$ cat src/rtl/crc16_field_pkg.sv
package crc16_field_pkg;
   typedef enum logic {
      MODE_CHECK = 1'b0,
      MODE_GEN   = 1'b1
   } crc_mode_e;

   localparam int unsigned DEF_W    = 16;
   localparam logic [15:0] DEF_POLY = 16'h1021;
   localparam logic [15:0] DEF_INIT = 16'hFFFF;
endpackage

$ cat src/rtl/crc_bit_step.sv
module crc_bit_step #(
   parameter int unsigned     W    = 16,
   parameter logic [W-1:0]    POLY = 16'h1021
) (
   input  logic [W-1:0] cur_i,
   input  logic         din_i,
   output logic [W-1:0] nxt_o
);
   logic fb;
   assign fb = din_i ^ cur_i[W-1];

   for (genvar i = 0; i < W; i++) begin : g_tap
      if (i == 0) begin : g_lsb
         if (POLY[0]) begin : g_x
            assign nxt_o[0] = fb;
         end else begin : g_z
            assign nxt_o[0] = 1'b0;
         end
      end else begin : g_up
         if (POLY[i]) begin : g_x
            assign nxt_o[i] = cur_i[i-1] ^ fb;
         end else begin : g_p
            assign nxt_o[i] = cur_i[i-1];
         end
      end
   end
endmodule

$ cat src/rtl/crc_shift_reg.sv
module crc_shift_reg #(
   parameter int unsigned  W    = 16,
   parameter logic [W-1:0] INIT = 16'hFFFF
) (
   input  logic         clk,
   input  logic         rst_n,
   input  logic         preset_i,
   input  logic         load_i,
   input  logic [W-1:0] d_i,
   output logic [W-1:0] q_o
);
   always_ff @(posedge clk or negedge rst_n) begin
      if (!rst_n)        q_o <= INIT;
      else if (preset_i) q_o <= INIT;
      else if (load_i)   q_o <= d_i;
   end
endmodule

$ cat src/rtl/crc_emit_ctrl.sv
module crc_emit_ctrl #(
   parameter int unsigned W = 16
) (
   input  logic clk,
   input  logic rst_n,
   input  logic preset_i,
   input  logic start_i,
   input  logic step_i,
   output logic busy_o
);
   localparam int unsigned CW = $clog2(W + 1);
   localparam logic [CW-1:0] FULL = CW'(W);

   logic [CW-1:0] left_q;

   always_ff @(posedge clk or negedge rst_n) begin
      if (!rst_n)                 left_q <= '0;
      else if (preset_i)          left_q <= '0;
      else if (busy_o && step_i)  left_q <= left_q - 1'b1;
      else if (start_i)           left_q <= FULL;
   end

   assign busy_o = (left_q != '0);
endmodule

$ cat src/rtl/crc_verdict.sv
module crc_verdict #(
   parameter int unsigned W = 16
) (
   input  logic         clk,
   input  logic         rst_n,
   input  logic         preset_i,
   input  logic         take_i,
   input  logic [W-1:0] rem_i,
   output logic         err_o
);
   always_ff @(posedge clk or negedge rst_n) begin
      if (!rst_n)        err_o <= 1'b0;
      else if (preset_i) err_o <= 1'b0;
      else if (take_i)   err_o <= (rem_i != '0);
   end
endmodule

$ cat src/rtl/crc16_field_engine.sv
module crc16_field_engine
   import crc16_field_pkg::*;
#(
   parameter int unsigned     CRC_W    = DEF_W,
   parameter logic [CRC_W-1:0] CRC_POLY = DEF_POLY,
   parameter logic [CRC_W-1:0] CRC_INIT = DEF_INIT
) (
   input  logic             clk,
   input  logic             rst_n,
   input  logic             preset_i,
   input  logic             bit_vld_i,
   input  logic             bit_i,
   input  logic             gen_mode_i,
   input  logic             emit_i,
   input  logic             field_end_i,
   output logic             ser_o,
   output logic             busy_o,
   output logic [CRC_W-1:0] crc_o,
   output logic             crc_err_o
);
   if (CRC_W < 8) begin : g_bad_width
      $error("crc16_field_engine: CRC_W must be at least 8");
   end
   if (CRC_POLY[0] != 1'b1) begin : g_bad_poly
      $error("crc16_field_engine: CRC_POLY must have its constant term set");
   end

   crc_mode_e      mode;
   logic [CRC_W-1:0] step_nxt;
   logic [CRC_W-1:0] tail_nxt;
   logic [CRC_W-1:0] reg_d;
   logic           emit_go;
   logic           take_verdict;

   assign mode         = crc_mode_e'(gen_mode_i);
   assign emit_go      = emit_i && (mode == MODE_GEN) && !busy_o;
   assign take_verdict = field_end_i && (mode == MODE_CHECK);
   assign tail_nxt     = {crc_o[CRC_W-2:0], 1'b0};
   assign reg_d        = busy_o ? tail_nxt : step_nxt;
   assign ser_o        = busy_o ? crc_o[CRC_W-1] : bit_i;

   crc_bit_step #(.W(CRC_W), .POLY(CRC_POLY)) u_step (
      .cur_i (crc_o),
      .din_i (bit_i),
      .nxt_o (step_nxt)
   );

   crc_shift_reg #(.W(CRC_W), .INIT(CRC_INIT)) u_reg (
      .clk      (clk),
      .rst_n    (rst_n),
      .preset_i (preset_i),
      .load_i   (bit_vld_i),
      .d_i      (reg_d),
      .q_o      (crc_o)
   );

   crc_emit_ctrl #(.W(CRC_W)) u_emit (
      .clk      (clk),
      .rst_n    (rst_n),
      .preset_i (preset_i),
      .start_i  (emit_go),
      .step_i   (bit_vld_i),
      .busy_o   (busy_o)
   );

   crc_verdict #(.W(CRC_W)) u_verdict (
      .clk      (clk),
      .rst_n    (rst_n),
      .preset_i (preset_i),
      .take_i   (take_verdict),
      .rem_i    (crc_o),
      .err_o    (crc_err_o)
   );
endmodule

$ cat config.mk
export PLATFORM = sky130hd
export DESIGN_NAME = crc16_field_engine
export DESIGN_NICKNAME = d
export VERILOG_FILES = /design/src/rtl/crc16_field_pkg.sv /design/src/rtl/crc_bit_step.sv /design/src/rtl/crc_shift_reg.sv /design/src/rtl/crc_emit_ctrl.sv /design/src/rtl/crc_verdict.sv /design/src/rtl/crc16_field_engine.sv
export SDC_FILE = /design/constraint.sdc
export NUM_CORES = 1
export LEC_CHECK = 0
export BUFFER_PORTS_ARGS = -buffer_cell sky130_fd_sc_hd__clkbuf_2
export CAP_MARGIN = 20
export CORE_MARGIN = 5
export CORE_UTILIZATION = 45
export DETAILED_ROUTE_END_ITERATION = 7
export GPL_TIMING_DRIVEN = 0
export HOLD_SLACK_MARGIN = 0.05
export PLACE_DENSITY = 0.73
export RECOVER_POWER = 50
export SYNTH_ARGS = -nofsm -noshare
export SYNTH_HDL_FRONTEND = slang
export SYNTH_HIERARCHICAL = 1
export SYNTH_SLANG_ARGS = --single-unit
$ cat constraint.sdc
create_clock -name clk -period 2.8 [get_ports clk]
set_clock_uncertainty 0.05 [all_clocks]
set_input_delay 0.56 -clock clk [delete_from_list [all_inputs] [get_ports clk]]
set_output_delay 0.56 -clock clk [all_outputs]
set_load 0.05 [all_outputs]
==> results.yml, run 1 <==
clock_network:
  cts_tree: "yes"
  clockBufferDepth: 2
  cts_made_buffers: 3
  cts.sink_count: 22
  root_buffer: "clkbuf_4"
  hold_buffers: 0
  path_clk_slew_ns: 0.13
  cts_htree_levels: 1
  clk_latency_ns: 0.31
status:
  run_status: "completed"
cells_and_area:
  drive_gt1_frac: 0.5399
  layout_commonest_cell: "nor2b_1"
  fill_cells: 327
  final_cell_mix: "19 x nor2b_1, 16 x clkbuf_2, 16 x buf_4, 16 x a211o_1, 16 x dfstp_2"
  insertedDiodeCount: 0
  nNetsFinal: 173
  post-route-cell-area_um2: 1777
  layout.core_utilization: 0.5324
  area_delta_synth_final_pct: 14.52
synth:
  synth_nets: 141
  synthFlopType: "dfstp_2"
  yosysUniqueCellTypes: 34
  synth_cells: 132
  avgSynthCellArea_um2: 11.75
  yosys_warnings: 6
  syn_area_um2: 1551
  synthArstFlopShare: 1.000
  ys_seq_area_frac: 0.3677
  synth-seq-cells: 22
  synth_edf_count: 0
place:
  io_buffers: 26
  pre_cts_ws_ns: 0.2830
  hpwl_um: 2370
  postPlaceCellArea_um2: 1739
  place.gp.congestion: 0.7856
pwr:
  cell_internal_pwr_mw: 1.088
  comb_power_share: 0.663
  p_switching_uw: 785.9
  clockPowerShare: 0.082
  power_mw: 1.874
  p_leak_nw: 0.7618
  seq_power_share: 0.255
  switching_share: 0.4195
  p_per_area_nw_per_um2: 1055
  ir_worst_vdd_mv: 0.4318
worst_setup_path:
  criticalPathCategory: "reg -> out"
  worstPathRequired_ns: 2.19
  cp_max_fo: 9
  r2r-start: "u_emit/left_q[0]$_DFFE_PN0P_"
  crit_arrival_ns: 2.06
  worstSetupStartpoint: "u_emit/left_q[0]$_DFFE_PN0P_"
  ff2ff_setup_slack_ns: 0.43
  reg2reg_to: "u_emit/left_q[3]$_DFFE_PN0P_"
  reg2reg_depth: 9
  start_kind: "flip-flop"
  setup.worst_path.end_class: "output port"
drt:
  wire_per_inst_um: 15.51
  viasPerCell: 5.306
  routed_wl_um: 3241
  ant_nets: 0
  drc: 0
  firstDrtPassIters: 4
  vias: 1109
  drt-initial-drc-count: 35
timing:
  post-route-period-util: 0.9527
  fmax_mhz: 374.9
  relSlewSlack: 0.1992
  rsz0062_at_grt: "false"
  hold_viol: 0
  setup_viol: 0
  period_needed_ns: 2.668
  report.final.slew_viol_count: 0
  tightest_slew_ns: 1.201
  setup_tns_ns: 0
  worst_slack_ns: 0.1325
grt:
  grt_pass1_vias: 1121
  grt_pass1_wl_um: 5382
  grt_use_total: 0.1527
  antenna_found_initial: 0
  grt_max_degree: 23
  grt_remaining_overflow: 0
floorplanning:
  std_cell_rows: 21
  die-area_um2: 4722
  die_w_um: 68.72
  ioPinCount: 27
  die_h_um: 68.72
  core_um2: 3337
  start_util: 0.4649
job:
  cap_violations: 0
worst_hold_path:
  hold_path_class: "in -> async"
## timing repair
action,4_1_cts,5_1_grt
buffers inserted,1,0
pin swaps,0,1
gates resized for setup,2,4
setup endpoints to repair,1,1
## power groups by stage
stage | logic, mW | registers (mW) | clock network (mW)
final | 1.24 | 0.478 | 0.153
after global routing | 1.32 | 0.492 | 0.174
after CTS | 1.23 | 0.478 | 0.160
after detailed placement | 1.19 | 0.483 | 0
after global placement | 1.16 | 0.477 | 0
after floorplan | 0.883 | 0.587 | 0
## stage by stage
step	hold WS, ns	std cells
final	0.4091	209
after floorplan	0.2144	132
after CTS	0.1743	209
after global placement	0.4523	204
after detailed placement	0.4669	204
after global routing	0.4715	209
## cells in the mapped netlist, types with 2 or more instances
| master | number | area, um2 |
|---|---|---|
| a211o_1 | 16 | 140.1 |
| dfrtp_1 | 6 | 150.1 |
| dfstp_2 | 16 | 420.4 |
| inv_1 | 2 | 7.510 |
| nor3_1 | 3 | 15.01 |
| xor3_1 | 2 | 47.55 |
| nor2b_1 | 19 | 118.9 |
| nor2_1 | 6 | 22.52 |
| buf_4 | 15 | 112.6 |
| mux2_4 | 11 | 165.2 |
| or3b_2 | 2 | 17.52 |
| nor4_2 | 3 | 37.54 |
| mux2_2 | 8 | 90.09 |
| buf_6 | 3 | 33.78 |
## registers in the layout, summed over array words and instances (netlist names)
signal           flops
u_reg/q_o           16
u_verdict/err_o      1
u_emit/left_q        5
## layout make-up
type                    instances  area, um2  share of cell area
plain buffers                  22      178.9              0.1007
clock buffers                   4      26.28             0.01479
inverters                       2      7.507            0.004225
multi-input cells              86      800.8              0.4507
flip-flops and latches         22      570.5              0.3211
well taps                      46      57.56             0.03239
repair buffers                 27      135.1             0.07606
## kinds of logic after synthesis
logic type / count (synthesis) / share of synthesized area
and+or+nand+nor: 42 / 0.1871
buffers and inverters: 24 / 0.1202
DFF: 22 / 0.3677
AOI/OAI and AO/OA: 21 / 0.1161
muxes: 19 / 0.1645
xor gates and xnor gates: 3 / 0.03629
adders and majority gates: 1 / 0.008063
## worst max-delay path by stage
stage / endpoint / slack (ns) / depth (start not counted)
5_1_grt: ser_o / 0.03 / 6
2_1_floorplan: u_emit/left_q[3]$_DFFE_PN0P_ / 0.38 / 9
3_3_place_gp: ser_o / 0.31 / 6
3_5_place_dp: ser_o / 0.28 / 6
4_1_cts: ser_o / 0.02 / 6
6_report: ser_o / 0.13 / 6
## worst max-delay path, stage by stage (launching register included)
cell and delay (ns):
dfrtp_1 0.42, inv_2 0.08, ha_4 0.14, or4b_4 0.48, buf_6 0.17, mux2_2 0.29
clkbuf_8 0.18
## layer usage
metal  track usage  vias to the layer above  part of all wire  routed length, um
li1              -                      522                 -                  -
met4       0.05839                        0             0.015                 50
met3       0.02431                        4             0.053                172
met2        0.2527                       32              0.47               1524
met1        0.1996                      551              0.46               1495
met5             0                        -                 0                  0
Note: power is estimated with default switching activity, not from simulation.
==> run 2, diff against run 1 <==
--- a/config.mk
+++ b/config.mk
@@ -12,7 +12,7 @@
 export DETAILED_ROUTE_END_ITERATION = 7
 export GPL_TIMING_DRIVEN = 0
 export HOLD_SLACK_MARGIN = 0.05
-export PLACE_DENSITY = 0.73
+export PLACE_DENSITY = 0.63
 export RECOVER_POWER = 50
 export SYNTH_ARGS = -nofsm -noshare
 export SYNTH_HDL_FRONTEND = slang
==> constraint.sdc (replaced) <==
create_clock -name clk -period 2.6 [get_ports clk]
set_clock_uncertainty 0.05 [all_clocks]
set_input_delay 0.52 -clock clk [delete_from_list [all_inputs] [get_ports clk]]
set_output_delay 0.52 -clock clk [all_outputs]
set_load 0.05 [all_outputs]
==> results.yml, run 2 (synthesized netlist as in run 1, its figures left out) <==
status:
  run_status: "completed"
timing:
  post-route-period-util: 0.9592
  hold_viol: 0
  period_needed_ns: 2.494
  rsz0062_at_grt: "false"
  fmax_mhz: 401.0
  setup_viol: 0
  report.final.slew_viol_count: 0
  tightest_slew_ns: 1.184
  relSlewSlack: 0.2107
  setup_tns_ns: 0
cells_and_area:
  area_delta_synth_final_pct: 16.21
  top_register: "u_reg/q_o"
  drive_gt1_frac: 0.5509
  layout_commonest_cell: "buf_4"
  insertedDiodeCount: 0
  layout.core_utilization: 0.5403
  nNetsFinal: 177
  post-route-cell-area_um2: 1803
  largest_reg_flops: 16
  final_cell_mix: "21 x buf_4, 19 x nor2b_1, 16 x clkbuf_2, 16 x a211o_1, 16 x dfstp_2"
  reg_top3: "u_reg/q_o (16), u_emit/left_q (5), u_verdict/err_o (1)"
job:
  cap_violations: 0
place:
  place.gp.congestion: 0.7710
  hpwl_um: 2364
  postPlaceCellArea_um2: 1739
  io_buffers: 26
clock_network:
  root_buffer: "clkbuf_4"
  cts_htree_levels: 1
  cts_tree: "yes"
  cts_made_buffers: 3
  path_clk_slew_ns: 0.13
  cts.sink_count: 22
  clk_latency_ns: 0.31
  clockBufferDepth: 2
floorplanning:
  die_h_um: 68.72
  start_util: 0.4649
  core_um2: 3337
  die_w_um: 68.72
  ioPinCount: 27
  std_cell_rows: 21
  die-area_um2: 4722
grt:
  grt_remaining_overflow: 0
  grt_use_total: 0.1558
  grt_max_degree: 23
  antenna_found_initial: 0
  grt_pass1_vias: 1112
  grt_pass1_wl_um: 5485
worst_setup_path:
  ff2ff_setup_slack_ns: 0.23
  start_kind: "flip-flop"
  criticalPathCategory: "reg -> out"
  crit_slowest_cell: "or4b_4"
  crit_arrival_ns: 1.92
  reg2reg_depth: 9
  cp_cell_sequence: "inv_2, ha_4, or4b_4, mux2_2, clkbuf_8"
  setup.worst_path.end_class: "output port"
  r2r-start: "u_emit/left_q[1]$_DFFE_PN0P_"
  reg2reg_to: "u_emit/left_q[3]$_DFFE_PN0P_"
  max_stage_delay_ns: 0.51
  cp_max_fo: 6
  worstPathRequired_ns: 2.03
drt:
  wire_per_inst_um: 15.46
  ant_nets: 0
  routed_wl_um: 3293
  firstDrtPassIters: 4
  drt-initial-drc-count: 55
  drc: 0
  viasPerCell: 5.127
  vias: 1092
worst_hold_path:
  hold_path_class: "in -> async"
pwr:
  power_mw: 2.062
  p_per_area_nw_per_um2: 1144
  p_leak_nw: 0.7808
  ir_worst_vdd_mv: 0.3439
## run 2: changes by cell type in the layout (fill, tap and decap cells not counted)
cell,change
buf_6,-1
buf_4,+5
## run 2: per-stage QoR
stage                     cells  hold WS, ns  setup slack [ns]
after floorplan             132       0.1744            0.1839
after global placement      204       0.4594            0.1494
after detailed placement    204       0.4701            0.1278
after CTS                   210       0.1254          0.001920
after global routing        213       0.4185           0.04061
final                       213       0.3566            0.1060
## run 2: cell type report
class                   instances  area, um2
repair buffers                 32      172.7
flip-flops and latches         22      570.5
clock buffers                   4      26.28
fillers                       325       1534
well taps                      46      57.56
inverters                       2      7.507
multi-input cells              86      800.8
plain buffers                  21      167.7
## run 2: how the worst max path moves through the flow
stage	startpoint	to	slack (ns)	cells past startpoint
CTS	u_emit/left_q[1]$_DFFE_PN0P_	ser_o	0.002	5
global route	u_emit/left_q[1]$_DFFE_PN0P_	ser_o	0.04	5
global placement	u_emit/left_q[0]$_DFFE_PN0P_	u_emit/left_q[3]$_DFFE_PN0P_	0.15	9
detailed placement	u_emit/left_q[0]$_DFFE_PN0P_	u_emit/left_q[3]$_DFFE_PN0P_	0.13	9
finish	u_emit/left_q[1]$_DFFE_PN0P_	ser_o	0.11	5
floorplan	u_emit/left_q[0]$_DFFE_PN0P_	u_emit/left_q[3]$_DFFE_PN0P_	0.18	9
## run 2: metal layers
metal	part of all wire	up-vias	GRT usage
met4	0.0046	0	0.02190
met2	0.47	22	0.2598
met3	0.046	2	0.03404
met5	0	-	0
li1	-	529	-
met1	0.48	539	0.2120
## run 2: power by group
group	total [mW]	internal [mW]	switching, mW
clock	0.164	0.0599	0.104
sequential	0.515	0.435	0.0798
combinational	1.38	0.721	0.662
total	2.06	1.22	0.846
## run 2: critical path: cells and delay by family, from the launching register on
family,cells,cell delay (ns)
mux,1,0.30
simple gates,1,0.51
flops,1,0.40
fa+ha+maj,1,0.14
buf+inv,2,0.26
## run 2: what timing repair did
| action | 4_1_cts | 5_1_grt |
|---|---|---|
| buffers inserted | 3 | 3 |
| hold buffers | 0 | 0 |
| setup endpoints to repair | 1 | 1 |
| pin swaps | 1 | 0 |
| resized for setup | 6 | 0 |
==> run 3, diff against run 2 <==
--- a/config.mk
+++ b/config.mk
@@ -12,9 +12,8 @@
 export DETAILED_ROUTE_END_ITERATION = 7
 export GPL_TIMING_DRIVEN = 0
 export HOLD_SLACK_MARGIN = 0.05
-export PLACE_DENSITY = 0.63
+export PLACE_DENSITY = 0.66
 export RECOVER_POWER = 50
 export SYNTH_ARGS = -nofsm -noshare
 export SYNTH_HDL_FRONTEND = slang
-export SYNTH_HIERARCHICAL = 1
 export SYNTH_SLANG_ARGS = --single-unit
==> results.yml, run 3 <==
status:
  run_status: "completed"
clock_network:
  root_buffer: "clkbuf_4"
  cts_made_buffers: 3
  cts.sink_count: 22
  cts_htree_levels: 1
  clockBufferDepth: 2
  cts_tree: "yes"
  path_clk_slew_ns: 0.12
  clk_latency_ns: 0.30
worst_hold_path:
  hold_path_class: "in -> async"
place:
  io_buffers: 26
  hpwl_um: 1846
  place.gp.congestion: 0.8553
  pre_cts_ws_ns: 0.3520
timing:
  tightest_slew_ns: 1.119
  rsz0062_at_grt: "false"
  report.final.slew_viol_count: 0
  fmax_mhz: 413.6
  relSlewSlack: 0.2537
  worst_slack_ns: 0.1821
  setup_tns_ns: 0
  period_needed_ns: 2.418
  hold_viol: 0
  setup_viol: 0
  post-route-period-util: 0.9300
floorplanning:
  die-area_um2: 3466
  die_h_um: 58.87
  die_w_um: 58.87
  ioPinCount: 27
  core_um2: 2255
  start_util: 0.4767
  std_cell_rows: 17
pwr:
  p_per_area_nw_per_um2: 974.9
  ir_worst_vdd_mv: 0.6675
  p_leak_nw: 0.5899
  power_mw: 1.255
drt:
  routed_wl_um: 2364
  drt-initial-drc-count: 15
  drc: 0
  vias: 894
  ant_nets: 0
  firstDrtPassIters: 4
  viasPerCell: 5.519
  wire_per_inst_um: 14.59
worst_setup_path:
  setup.worst_path.end_class: "output port"
  start_kind: "flip-flop"
  worstPathRequired_ns: 2.03
  cp_max_fo: 6
  reg2reg_depth: 6
  criticalPathCategory: "reg -> out"
  crit_arrival_ns: 1.85
cells_and_area:
  final_cell_mix: "22 x clkbuf_2, 20 x nand2_1, 15 x dfstp_2, 12 x mux2i_1, 7 x clkbuf_1"
  layout.core_utilization: 0.5710
  drive_gt1_frac: 0.3582
  layout_commonest_cell: "clkbuf_2"
  reg_top3: "u_reg.q_o (16), u_emit.left_q (5), u_verdict.err_o (1)"
  largest_reg_flops: 16
  area_delta_synth_final_pct: 19.79
  nNetsFinal: 144
  top_register: "u_reg.q_o"
  insertedDiodeCount: 0
grt:
  grt_use_total: 0.1474
  grt_remaining_overflow: 0
  grt_pass1_wl_um: 3898
  grt_max_degree: 23
  antenna_found_initial: 0
  grt_pass1_vias: 833
synth:
  ys_seq_area_frac: 0.5308
  synth.top_cells.by_area: "dfstp_2 39%, dfrtp_1 14%, mux2i_1 11%"
  synthArstFlopShare: 1.000
  yosysUniqueCellTypes: 29
  synth_area_leader_cell: "dfstp_2"
  synth_most_common_cell: "nand2_1"
  synth_nets: 111
  synth_cells: 102
  synthFlopType: "dfstp_2"
  synthTopCellsByCount: "20 x nand2_1, 16 x dfstp_2, 12 x mux2i_1, 7 x inv_1"
  synth-seq-cells: 22
  syn_area_um2: 1075
  synth_edf_count: 0
  yosys_warnings: 0
  synth_top_cell_area_share: 0.3912
  avgSynthCellArea_um2: 10.54
job:
  cap_violations: 0
## run 3: cell types whose count changed in the layout (fill, tap and decap cells not counted), moves of 6 or more
cell and delta:
nand2_1 +19, buf_4 -18, nor2b_1 -18, a211o_1 -15, mux2i_1 +12, mux2_4 -11
mux2_2 -8, clkbuf_2 +6, inv_1 +6
## run 3: layer usage
layer / up-vias / GRT usage / part of all wire
met5: - / 0 / 0
met4: 0 / 0.04854 / 0.017
met3: 4 / 0.02632 / 0.051
met2: 23 / 0.2413 / 0.50
met1: 433 / 0.1959 / 0.44
li1: 434 / - / -
## run 3: logic make-up (layout without fill, tap and decap cells)
kind of cell / count (synthesis) / after routing / share of synthesized area
simple gates: 43 / 43 / 0.2142
flops: 22 / 22 / 0.5308
compound gates: 12 / 12 / 0.08265
mux: 12 / 12 / 0.1118
buf+inv: 11 / 43 / 0.04075
fa+ha+maj: 1 / 1 / 0.01164
xor+xnor: 1 / 1 / 0.008150
## run 3: timing repair
action                                  in CTS  in global routing
resized for setup                            0                  4
buffers inserted                             0                  2
hold buffers                                 0                  0
endpoints found under the setup margin       0                  2
## run 3: layout make-up
| cell class | count | area [um2] |
|---|---|---|
| Inverter | 7 | 26.28 |
| Multi-Input combinational cell | 69 | 460.4 |
| Tap cell | 28 | 35.03 |
| Fill cell | 223 | 967.2 |
| Buffer | 4 | 15.01 |
| Sequential cell | 22 | 570.5 |
| Timing Repair Buffer | 28 | 143.9 |
| Clock buffer | 4 | 36.28 |
## run 3: stage by stage
stage	hold WS [ns]	cells	instance area (um2)
finish	0.3488	162	1287
global route	0.4220	162	1287
CTS	0.1288	160	1276
detailed placement	0.4656	156	1240
global placement	0.4710	156	1240
floorplan	0.1744	102	1075
## run 3: critical path: stages, from the launching register on
cell     delay (ns)
dfrtp_1        0.40
inv_1          0.10
ha_1           0.19
nor4b_4        0.36
buf_4          0.19
nand2_1        0.05
nand2_1        0.06
buf_4          0.19
## run 3: final timing paths
| kind | from | to | slack [ns] |
|---|---|---|---|
| hold reg to reg | u_reg.q_o[10]$_DFFE_PN1P_ | u_reg.q_o[11]$_DFFE_PN1P_ | 0.49 |
| max in group asynchronous | rst_n | u_emit.left_q[1]$_DFFE_PN0P_ | 1.49 |
| setup / recovery | u_emit.left_q[0]$_DFFE_PN0P_ | ser_o | 0.18 |
| min in group clk | emit_i | u_emit.left_q[4]$_DFFE_PN0P_ | 0.41 |
| hold / removal | rst_n | u_emit.left_q[2]$_DFFE_PN0P_ | 0.35 |
| setup reg to reg | u_emit.left_q[0]$_DFFE_PN0P_ | u_emit.left_q[1]$_DFFE_PN0P_ | 0.85 |
## run 3: where the power goes
| part | switching [mW] | total, mW | internal [mW] |
|---|---|---|---|
| logic | 0.402 | 0.618 | 0.216 |
| registers | 0.0518 | 0.454 | 0.403 |
| clock network | 0.0976 | 0.183 | 0.0854 |
